==> src/rtl/aux_fe_pkg.sv <==
package aux_fe_pkg;
  localparam logic [7:0] OFF_ADDR0 = 8'h00;
  localparam logic [7:0] OFF_ADDR1 = 8'h01;
  localparam logic [7:0] OFF_ADDR2 = 8'h02;
  localparam logic [7:0] OFF_LEN   = 8'h03;
  localparam logic [7:0] OFF_WDATA = 8'h04;
  localparam logic [7:0] OFF_RDATA = 8'h05;
  localparam logic [7:0] OFF_CTRL  = 8'h06;
  localparam logic [7:0] OFF_STAT  = 8'h07;
  localparam logic [7:0] OFF_CFG   = 8'h08;

  localparam logic [7:0] CFG_FLUSH_KEY = 8'hFF;
  localparam logic [2:0] CLASS_TIMEOUT = 3'd7;

  typedef enum logic [1:0] {
    TX_IDLE = 2'd0,
    TX_REQ  = 2'd1,
    TX_WAIT = 2'd2
  } txn_state_e;
endpackage

==> src/rtl/aux_byte_fifo.sv <==
module aux_byte_fifo #(
  parameter int DEPTH = 16,
  parameter int WIDTH = 8
) (
  input  logic             clk,
  input  logic             rst_n,
  input  logic             flush,
  input  logic             push,
  input  logic [WIDTH-1:0] din,
  input  logic             pop,
  output logic [WIDTH-1:0] dout,
  output logic             empty,
  output logic             full
);
  localparam int AW = (DEPTH > 1) ? $clog2(DEPTH) : 1;
  localparam int CW = $clog2(DEPTH + 1);
  localparam logic [AW-1:0] LAST = AW'(DEPTH - 1);

  logic [WIDTH-1:0] mem [DEPTH];
  logic [AW-1:0]    wp, rp, wp_d, rp_d;
  logic [CW-1:0]    cnt, cnt_d;
  logic             do_push, do_pop;

  assign empty   = (cnt == '0);
  assign full    = (cnt == CW'(DEPTH));
  assign do_push = push && !full && !flush;
  assign do_pop  = pop && !empty && !flush;
  assign dout    = mem[rp];

  always_comb begin
    wp_d  = wp;
    rp_d  = rp;
    cnt_d = cnt;
    if (flush) begin
      wp_d  = '0;
      rp_d  = '0;
      cnt_d = '0;
    end else begin
      if (do_push) wp_d = (wp == LAST) ? '0 : wp + AW'(1);
      if (do_pop)  rp_d = (rp == LAST) ? '0 : rp + AW'(1);
      case ({do_push, do_pop})
        2'b10:   cnt_d = cnt + CW'(1);
        2'b01:   cnt_d = cnt - CW'(1);
        default: cnt_d = cnt;
      endcase
    end
  end

  always_ff @(posedge clk or negedge rst_n) begin
    if (!rst_n) begin
      wp  <= '0;
      rp  <= '0;
      cnt <= '0;
    end else begin
      wp  <= wp_d;
      rp  <= rp_d;
      cnt <= cnt_d;
    end
  end

  always_ff @(posedge clk) begin
    if (do_push) mem[wp] <= din;
  end

  // a push into a full FIFO leaves it full and drops the byte
  p_no_overflow_r3: assert property (@(posedge clk) disable iff (!rst_n)
    (full && push && !pop && !flush) |=> full);

  // a pop of an empty FIFO leaves it empty
  p_empty_pop_r8: assert property (@(posedge clk) disable iff (!rst_n)
    (empty && pop && !push && !flush) |=> empty);

  // a flush always leaves the FIFO empty
  p_flush_empty_r9: assert property (@(posedge clk) disable iff (!rst_n)
    flush |=> empty);
endmodule

==> src/rtl/aux_txn_ctrl.sv <==
module aux_txn_ctrl
  import aux_fe_pkg::*;
#(
  parameter int TIMEOUT_CYCLES = 1024
) (
  input  logic       clk,
  input  logic       rst_n,
  input  logic       start,
  input  logic       abort,
  input  logic       req_ready,
  input  logic       rsp_done,
  input  logic [2:0] rsp_class,
  output logic       busy,
  output logic       req_valid,
  output logic       accept_rsp,
  output logic       done,
  output logic [2:0] done_class
);
  localparam int TW = $clog2(TIMEOUT_CYCLES + 1);
  localparam logic [TW-1:0] LIMIT = TW'(TIMEOUT_CYCLES - 1);

  txn_state_e    state, state_d;
  logic [TW-1:0] timer, timer_d;

  always_comb begin
    state_d    = state;
    timer_d    = timer;
    done       = 1'b0;
    done_class = rsp_class;
    case (state)
      TX_IDLE: if (start) state_d = TX_REQ;
      TX_REQ: begin
        if (req_ready) begin
          state_d = TX_WAIT;
          timer_d = '0;
        end
      end
      TX_WAIT: begin
        if (rsp_done) begin
          done    = 1'b1;
          state_d = TX_IDLE;
        end else if (timer == LIMIT) begin
          done       = 1'b1;
          done_class = CLASS_TIMEOUT;
          state_d    = TX_IDLE;
        end else begin
          timer_d = timer + TW'(1);
        end
      end
      default: state_d = TX_IDLE;
    endcase
    if (abort) begin
      state_d = TX_IDLE;
      timer_d = '0;
      done    = 1'b0;
    end
  end

  always_ff @(posedge clk or negedge rst_n) begin
    if (!rst_n) begin
      state <= TX_IDLE;
      timer <= '0;
    end else begin
      state <= state_d;
      timer <= timer_d;
    end
  end

  assign busy       = (state != TX_IDLE);
  assign req_valid  = (state == TX_REQ);
  assign accept_rsp = (state == TX_WAIT);

  // an offered request is held until the link takes it
  p_req_hold_r4: assert property (@(posedge clk) disable iff (!rst_n)
    (req_valid && !req_ready && !abort) |=> req_valid);

  // completion returns the controller to idle
  p_done_idle_r4: assert property (@(posedge clk) disable iff (!rst_n)
    done |=> !busy);

  // the wait counter never passes the timeout window
  p_timer_bound_r6: assert property (@(posedge clk) disable iff (!rst_n)
    accept_rsp |-> (timer < TW'(TIMEOUT_CYCLES)));
endmodule

==> src/rtl/aux_req_frontend.sv <==
module aux_req_frontend
  import aux_fe_pkg::*;
#(
  parameter int FIFO_DEPTH     = 16,
  parameter int TIMEOUT_CYCLES = 1024
) (
  input  logic        clk,
  input  logic        rst_n,
  input  logic [7:0]  reg_addr,
  input  logic        reg_wr,
  input  logic [7:0]  reg_wdata,
  input  logic        reg_rd,
  output logic [7:0]  reg_rdata,
  output logic        link_req_valid,
  input  logic        link_req_ready,
  output logic [19:0] link_addr,
  output logic [3:0]  link_cmd,
  output logic [4:0]  link_len,
  output logic        tx_valid,
  input  logic        tx_ready,
  output logic [7:0]  tx_data,
  input  logic        rsp_valid,
  input  logic [7:0]  rsp_data,
  input  logic        rsp_done,
  input  logic [2:0]  rsp_class
);
  localparam int CNTW = 5;

  // reset: asserted asynchronously, released on a clock edge
  logic [1:0] rst_sync;
  logic       srst_n;
  always_ff @(posedge clk or negedge rst_n) begin
    if (!rst_n) rst_sync <= 2'b00;
    else        rst_sync <= {rst_sync[0], 1'b1};
  end
  assign srst_n = rst_sync[1];

  logic [7:0]      addr_lo, addr_mid, addr_hi;
  logic            len_nopay;
  logic [3:0]      len_m1;
  logic [7:0]      status_q, status_d;
  logic [CNTW-1:0] rx_cnt, rx_cnt_d;

  logic busy, req_valid, accept_rsp, done;
  logic [2:0] done_class;
  logic start, chan_clear, clear_rx;
  logic we_a0, we_a1, we_a2, we_len;
  logic tx_push, tx_pop, tx_empty, tx_full;
  logic rx_push, rx_pop, rx_empty, rx_full;
  logic [7:0] rx_head;
  logic cnt_en, stat_en;

  // write decode
  assign chan_clear = reg_wr && (reg_addr == OFF_CFG) && (reg_wdata == CFG_FLUSH_KEY);
  assign start      = reg_wr && (reg_addr == OFF_CTRL) && reg_wdata[0] && !busy;
  assign we_a0      = reg_wr && (reg_addr == OFF_ADDR0) && !busy;
  assign we_a1      = reg_wr && (reg_addr == OFF_ADDR1) && !busy;
  assign we_a2      = reg_wr && (reg_addr == OFF_ADDR2) && !busy;
  assign we_len     = reg_wr && (reg_addr == OFF_LEN) && !busy;
  assign tx_push    = reg_wr && (reg_addr == OFF_WDATA) && !busy;
  assign tx_pop     = tx_valid && tx_ready;
  assign rx_push    = rsp_valid && accept_rsp && !rx_full;
  assign rx_pop     = reg_rd && (reg_addr == OFF_RDATA);
  assign clear_rx   = chan_clear || start;

  aux_txn_ctrl #(.TIMEOUT_CYCLES(TIMEOUT_CYCLES)) u_ctrl (
    .clk        (clk),
    .rst_n      (srst_n),
    .start      (start),
    .abort      (chan_clear),
    .req_ready  (link_req_ready),
    .rsp_done   (rsp_done),
    .rsp_class  (rsp_class),
    .busy       (busy),
    .req_valid  (req_valid),
    .accept_rsp (accept_rsp),
    .done       (done),
    .done_class (done_class)
  );

  aux_byte_fifo #(.DEPTH(FIFO_DEPTH), .WIDTH(8)) u_tx_fifo (
    .clk   (clk),
    .rst_n (srst_n),
    .flush (chan_clear),
    .push  (tx_push),
    .din   (reg_wdata),
    .pop   (tx_pop),
    .dout  (tx_data),
    .empty (tx_empty),
    .full  (tx_full)
  );

  aux_byte_fifo #(.DEPTH(FIFO_DEPTH), .WIDTH(8)) u_rx_fifo (
    .clk   (clk),
    .rst_n (srst_n),
    .flush (clear_rx),
    .push  (rx_push),
    .din   (rsp_data),
    .pop   (rx_pop),
    .dout  (rx_head),
    .empty (rx_empty),
    .full  (rx_full)
  );

  // next-state for count and status
  always_comb begin
    rx_cnt_d = rx_cnt;
    status_d = status_q;
    if (clear_rx) begin
      rx_cnt_d = '0;
      status_d = 8'h00;
    end else begin
      if (rx_push) rx_cnt_d = rx_cnt + CNTW'(1);
      if (done)    status_d = {done_class, rx_cnt_d};
    end
  end
  assign cnt_en  = clear_rx || rx_push;
  assign stat_en = clear_rx || done;

  always_ff @(posedge clk or negedge srst_n) begin
    if (!srst_n) begin
      addr_lo   <= 8'h00;
      addr_mid  <= 8'h00;
      addr_hi   <= 8'h00;
      len_nopay <= 1'b0;
      len_m1    <= 4'h0;
      rx_cnt    <= '0;
      status_q  <= 8'h00;
    end else begin
      if (we_a0) addr_lo  <= reg_wdata;
      if (we_a1) addr_mid <= reg_wdata;
      if (we_a2) addr_hi  <= reg_wdata;
      if (we_len) begin
        len_nopay <= reg_wdata[7];
        len_m1    <= reg_wdata[3:0];
      end
      if (cnt_en)  rx_cnt   <= rx_cnt_d;
      if (stat_en) status_q <= status_d;
    end
  end

  // link side
  assign link_req_valid = req_valid;
  assign link_addr      = {addr_hi[3:0], addr_mid, addr_lo};
  assign link_cmd       = addr_hi[7:4];
  assign link_len       = len_nopay ? 5'd0 : ({1'b0, len_m1} + 5'd1);
  assign tx_valid       = busy && !tx_empty;

  // host read mux
  always_comb begin
    case (reg_addr)
      OFF_ADDR0: reg_rdata = addr_lo;
      OFF_ADDR1: reg_rdata = addr_mid;
      OFF_ADDR2: reg_rdata = addr_hi;
      OFF_LEN:   reg_rdata = {len_nopay, 3'b000, len_m1};
      OFF_RDATA: reg_rdata = rx_empty ? 8'h00 : rx_head;
      OFF_CTRL:  reg_rdata = {7'b0, busy};
      OFF_STAT:  reg_rdata = status_q;
      default:   reg_rdata = 8'h00;
    endcase
  end

  // address registers hold while a transaction is active
  p_addr_hold_r7: assert property (@(posedge clk) disable iff (!srst_n)
    (busy && reg_wr && (reg_addr == OFF_ADDR0)) |=> $stable(addr_lo));

  // an empty receive FIFO reads as zero on the host port
  p_empty_zero_r8: assert property (@(posedge clk) disable iff (!srst_n)
    (rx_empty && (reg_addr == OFF_RDATA)) |-> (reg_rdata == 8'h00));

  // the stored byte count never exceeds the FIFO size
  p_count_bound_r5: assert property (@(posedge clk) disable iff (!srst_n)
    rx_cnt <= CNTW'(FIFO_DEPTH));
endmodule

==> config.mk <==
export PLATFORM = sky130hd
export DESIGN_NAME = aux_req_frontend
export DESIGN_NICKNAME = d
export VERILOG_FILES = /design/src/rtl/aux_fe_pkg.sv /design/src/rtl/aux_byte_fifo.sv /design/src/rtl/aux_txn_ctrl.sv /design/src/rtl/aux_req_frontend.sv
export SDC_FILE = /design/constraint.sdc
export NUM_CORES = 1
export LEC_CHECK = 0
export CAP_MARGIN = 20
export CORE_ASPECT_RATIO = 1.75
export CORE_MARGIN = 2
export CORE_UTILIZATION = 54
export CTS_CLUSTER_DIAMETER = 50
export DETAILED_ROUTE_END_ITERATION = 12
export GPL_TIMING_DRIVEN = 0
export PLACE_DENSITY_LB_ADDON = 0.1
export SLEW_MARGIN = 20
export SYNTH_ARGS = -nofsm -noshare
export SYNTH_HDL_FRONTEND = slang
export SYNTH_SLANG_ARGS = --single-unit
==> constraint.sdc <==
create_clock -name clk -period 2.55 [get_ports clk]
set_input_delay 0.51 -clock clk [delete_from_list [all_inputs] [get_ports clk]]
set_output_delay 0.51 -clock clk [all_outputs]
set_load 0.05 [all_outputs]
==> impl_metrics.py <==
metrics = {
    "status": {
        "outcome": "finished with violations",
        "violations": "negative setup slack",
    },
    "route": {
        "drt_iter0_markers": 592,
        "vias": 8665,
        "via_per_inst": 6.08,
        "drc": 0,
        "drt-total-wl_mm": 36.9,
        "ant_nets": 0,
        "first_pass_iters": 4,
        "post_drt_wl_per_cell_um": 25.9,
    },
    "global_route": {
        "grt_pass1_wl_mm": 56.0,
        "antenna_found_initial": 0,
        "grt_overflow": 0,
        "grt_max_degree": 52,
        "grt_pass1_vias": 9185,
        "grt_usage_pct": 26.7,
    },
    "placement": {
        "placed_cell_area_um2": 16000,
        "hpwl_mm": 25.8,
        "port_buffers": 81,
        "place.gp.congestion": 0.842,
    },
    "synth": {
        "synth_edf_count": 256,
        "synth-simple-area-share_pct": 7.38,
        "synth_mux_area_share_pct": 14.5,
        "synth.distinct_cells": 65,
        "synthXorXnorAreaFrac_pct": 0.960,
        "synth_cells": 922,
        "synth_top_family_by_area": "multiplexers",
        "seq_area_frac_synth_pct": 66.9,
        "syn_area_per_cell_um2": 15.8,
        "ys_seq_elements": 339,
        "syn-num-nets": 976,
        "syn-cell-area_um2": 14600,
        "synth_warnings": 0,
        "synth_fa_ha_area_share_pct": 1.68,
        "synth-compound-area-share_pct": 6.66,
        "async_flop_share_pct": 24.5,
        "synth_flop_cell": "edfxtp_1",
    },
    "worst_setup_path": {
        "worst_setup_path_end_kind": "primary output",
        "crit_fanout": 10,
        "cp-start-kind": "register",
        "crit_arrival_ps": 2680,
        "path_class": "register to primary output",
        "crit_required_ps": 2040,
    },
    "sta": {
        "clock_skew_ps": 18.6,
        "holdWs_ps": 93.9,
        "fin_tns_setup_ps": -6850,
        "slew_headroom_pct": 41.1,
        "worst_slack_ps": -636,
        "min_period_over_period_pct": 125,
        "post-route-min-period_ps": 3190,
        "worst_pin_slew_ps": 884,
        "maxSlewViolCount": 0,
        "timing.final.hold_violations": 0,
        "max_freq_ghz": 0.314,
        "rsz0062_at_grt": "yes",
        "final-setup-viol-count": 16,
    },
    "die": {
        "core_area_um2": 26600,
        "num_rows": 79,
        "die_width_um": 128,
        "start_util_pct": 54.9,
        "die_h_um": 222,
        "die-area_um2": 28400,
        "ios": 82,
    },
    "finish": {
        "final_cell_area_um2": 18300,
        "layout_common_cells": "256 x edfxtp_1, 76 x dfrtp_1, 56 x mux4_2",
        "drive_gt1_share_pct": 36.0,
        "multiInputGateArea_um2": 5310,
        "final_util_pct": 68.9,
        "layout_commonest_cell": "edfxtp_1",
        "synthToLayoutAreaGrowth_pct": 25.6,
        "seqCellArea_um2": 9780,
        "n_fill_cell": 1729,
        "nets": 1131,
    },
    "power_and_ir_drop": {
        "power.total_mw": 11.6,
        "peakVddDrop_v": 0.000685,
        "pwr_density_cell_nw_per_um2": 631,
        "leakagePower_nw": 6.60,
    },
    "cts": {
        "cts.reportedPaths.clkPinSlew_ps": 70,
        "clock-sinks": 339,
        "cts_buffers": 31,
        "root_buffer": "clkbuf_16",
        "cts_tree": "yes",
        "cts_max_level": 1,
        "clock_path_buffers": 3,
        "clkLatencyLatePin_ps": 590,
    },
    "flow_run": {
        "drv_cap": 0,
    },
    "min_path": {
        "min_path_type": "input pin to async pin",
    },
}
-- stage by stage --
step,setup slack (ps),cells
6_report,-636,1426
5_1_grt,-694,1424
4_1_cts,-655,1422
3_5_place_dp,-1740,1332
3_3_place_gp,-2240,1327
2_1_floorplan,-461,922
-- worst paths after layout --
| check | from | slack, ps | to | depth (start not counted) |
|---|---|---|---|---|
| hold / removal | rst_n | 90 | rst_sync[0] | 1 |
| min in group clk | reg_wdata[1] | 350 | u_tx_fifo.mem[0][1] | 1 |
| setup / recovery | u_rx_fifo.rp[0] | -640 | reg_rdata[2] | 7 |
| max in group asynchronous | rst_sync[1] | 1530 | u_rx_fifo.cnt[2] | 1 |
| setup reg to reg | u_rx_fifo.cnt[0] | 60 | u_rx_fifo.cnt[4] | 11 |
| hold reg to reg | rst_sync[0] | 350 | rst_sync[1] | 0 |
-- timing repair --
action	CTS	global route
endpoints found under the setup margin	329	195
gates cloned	2	0
hold buffers	0	0
buffers inserted	37	8
gates resized for setup	351	60
pin swaps	44	36
-- Yosys cell counts (13+ instances only) --
| cell type | number | area share (%) |
|---|---|---|
| inv_1 | 24 | 0.62 |
| nand2_1 | 57 | 1.5 |
| a22oi_1 | 13 | 0.67 |
| edfxtp_1 | 256 | 53 |
| mux2i_1 | 35 | 2.4 |
| mux4_2 | 56 | 8.6 |
| dfrtp_1 | 83 | 14 |
| mux2_2 | 22 | 1.7 |
| mux2_4 | 17 | 1.7 |
| o21ai_0 | 44 | 1.5 |
| nor2_1 | 59 | 1.5 |
| clkbuf_1 | 22 | 0.57 |
| a21oi_1 | 23 | 0.79 |
| a221oi_1 | 16 | 0.96 |
| ha_1 | 18 | 1.5 |
-- flip-flops by register name (all words and copies together) (netlist names) --
name / flops
u_tx_fifo.rp: 4
addr_hi: 8
len_nopay: 1
rx_cnt: 5
rst_sync: 2
u_tx_fifo.wp: 4
addr_mid: 8
u_rx_fifo.wp: 4
addr_lo: 8
u_ctrl.timer: 11
u_tx_fifo.mem: 128
u_ctrl.state: 2
u_rx_fifo.mem: 128
len_m1: 4
u_tx_fifo.cnt: 5
u_rx_fifo.cnt: 5
status_q: 8
u_rx_fifo.rp: 4
-- area by class of cell --
cell class	count	share of cell area [%]
diodes	2	0.0273
plain buffers	35	1.99
clock buffers	38	4.48
clock inverters	18	0.901
inverters	24	0.505
multi-input cells	516	29.0
flip-flops and latches	339	53.3
well taps	324	2.21
repair buffers	130	7.60
-- kinds of logic (layout without fill, tap and decap cells) --
logic type	Yosys count	after routing
AOI/OAI and AO/OA	144	144
xor gates and xnor gates	16	16
adders and majority gates	19	19
buffers and inverters	67	245
DFF	339	339
muxes	130	130
other	1	3
and+or+nand+nor	206	206
-- where the power goes --
group	leakage (nW)	internal (mW)	switching, mW	total (mW)
registers	3.41	6.00	0.0905	6.09
clock network	0.486	2.50	2.02	4.52
logic	2.70	0.460	0.508	0.967
-- layer usage --
metal  GRT usage, %  wire length (um)  up-vias
li1               -                 -     3905
met1           28.1             12200     4447
met2           51.9             21600      222
met3           2.32              1080       91
met4           13.2              2050        0
met5              0                 0        -
-- critical path, stage by stage (launching register included) --
cell and delay [ps]:
dfrtp_1 410, buf_12 150, buf_12 150, mux4_2 530, mux4_2 520, inv_2 90, o21ai_4 60, buf_6 170
Note: power is estimated with default switching activity, not from simulation.
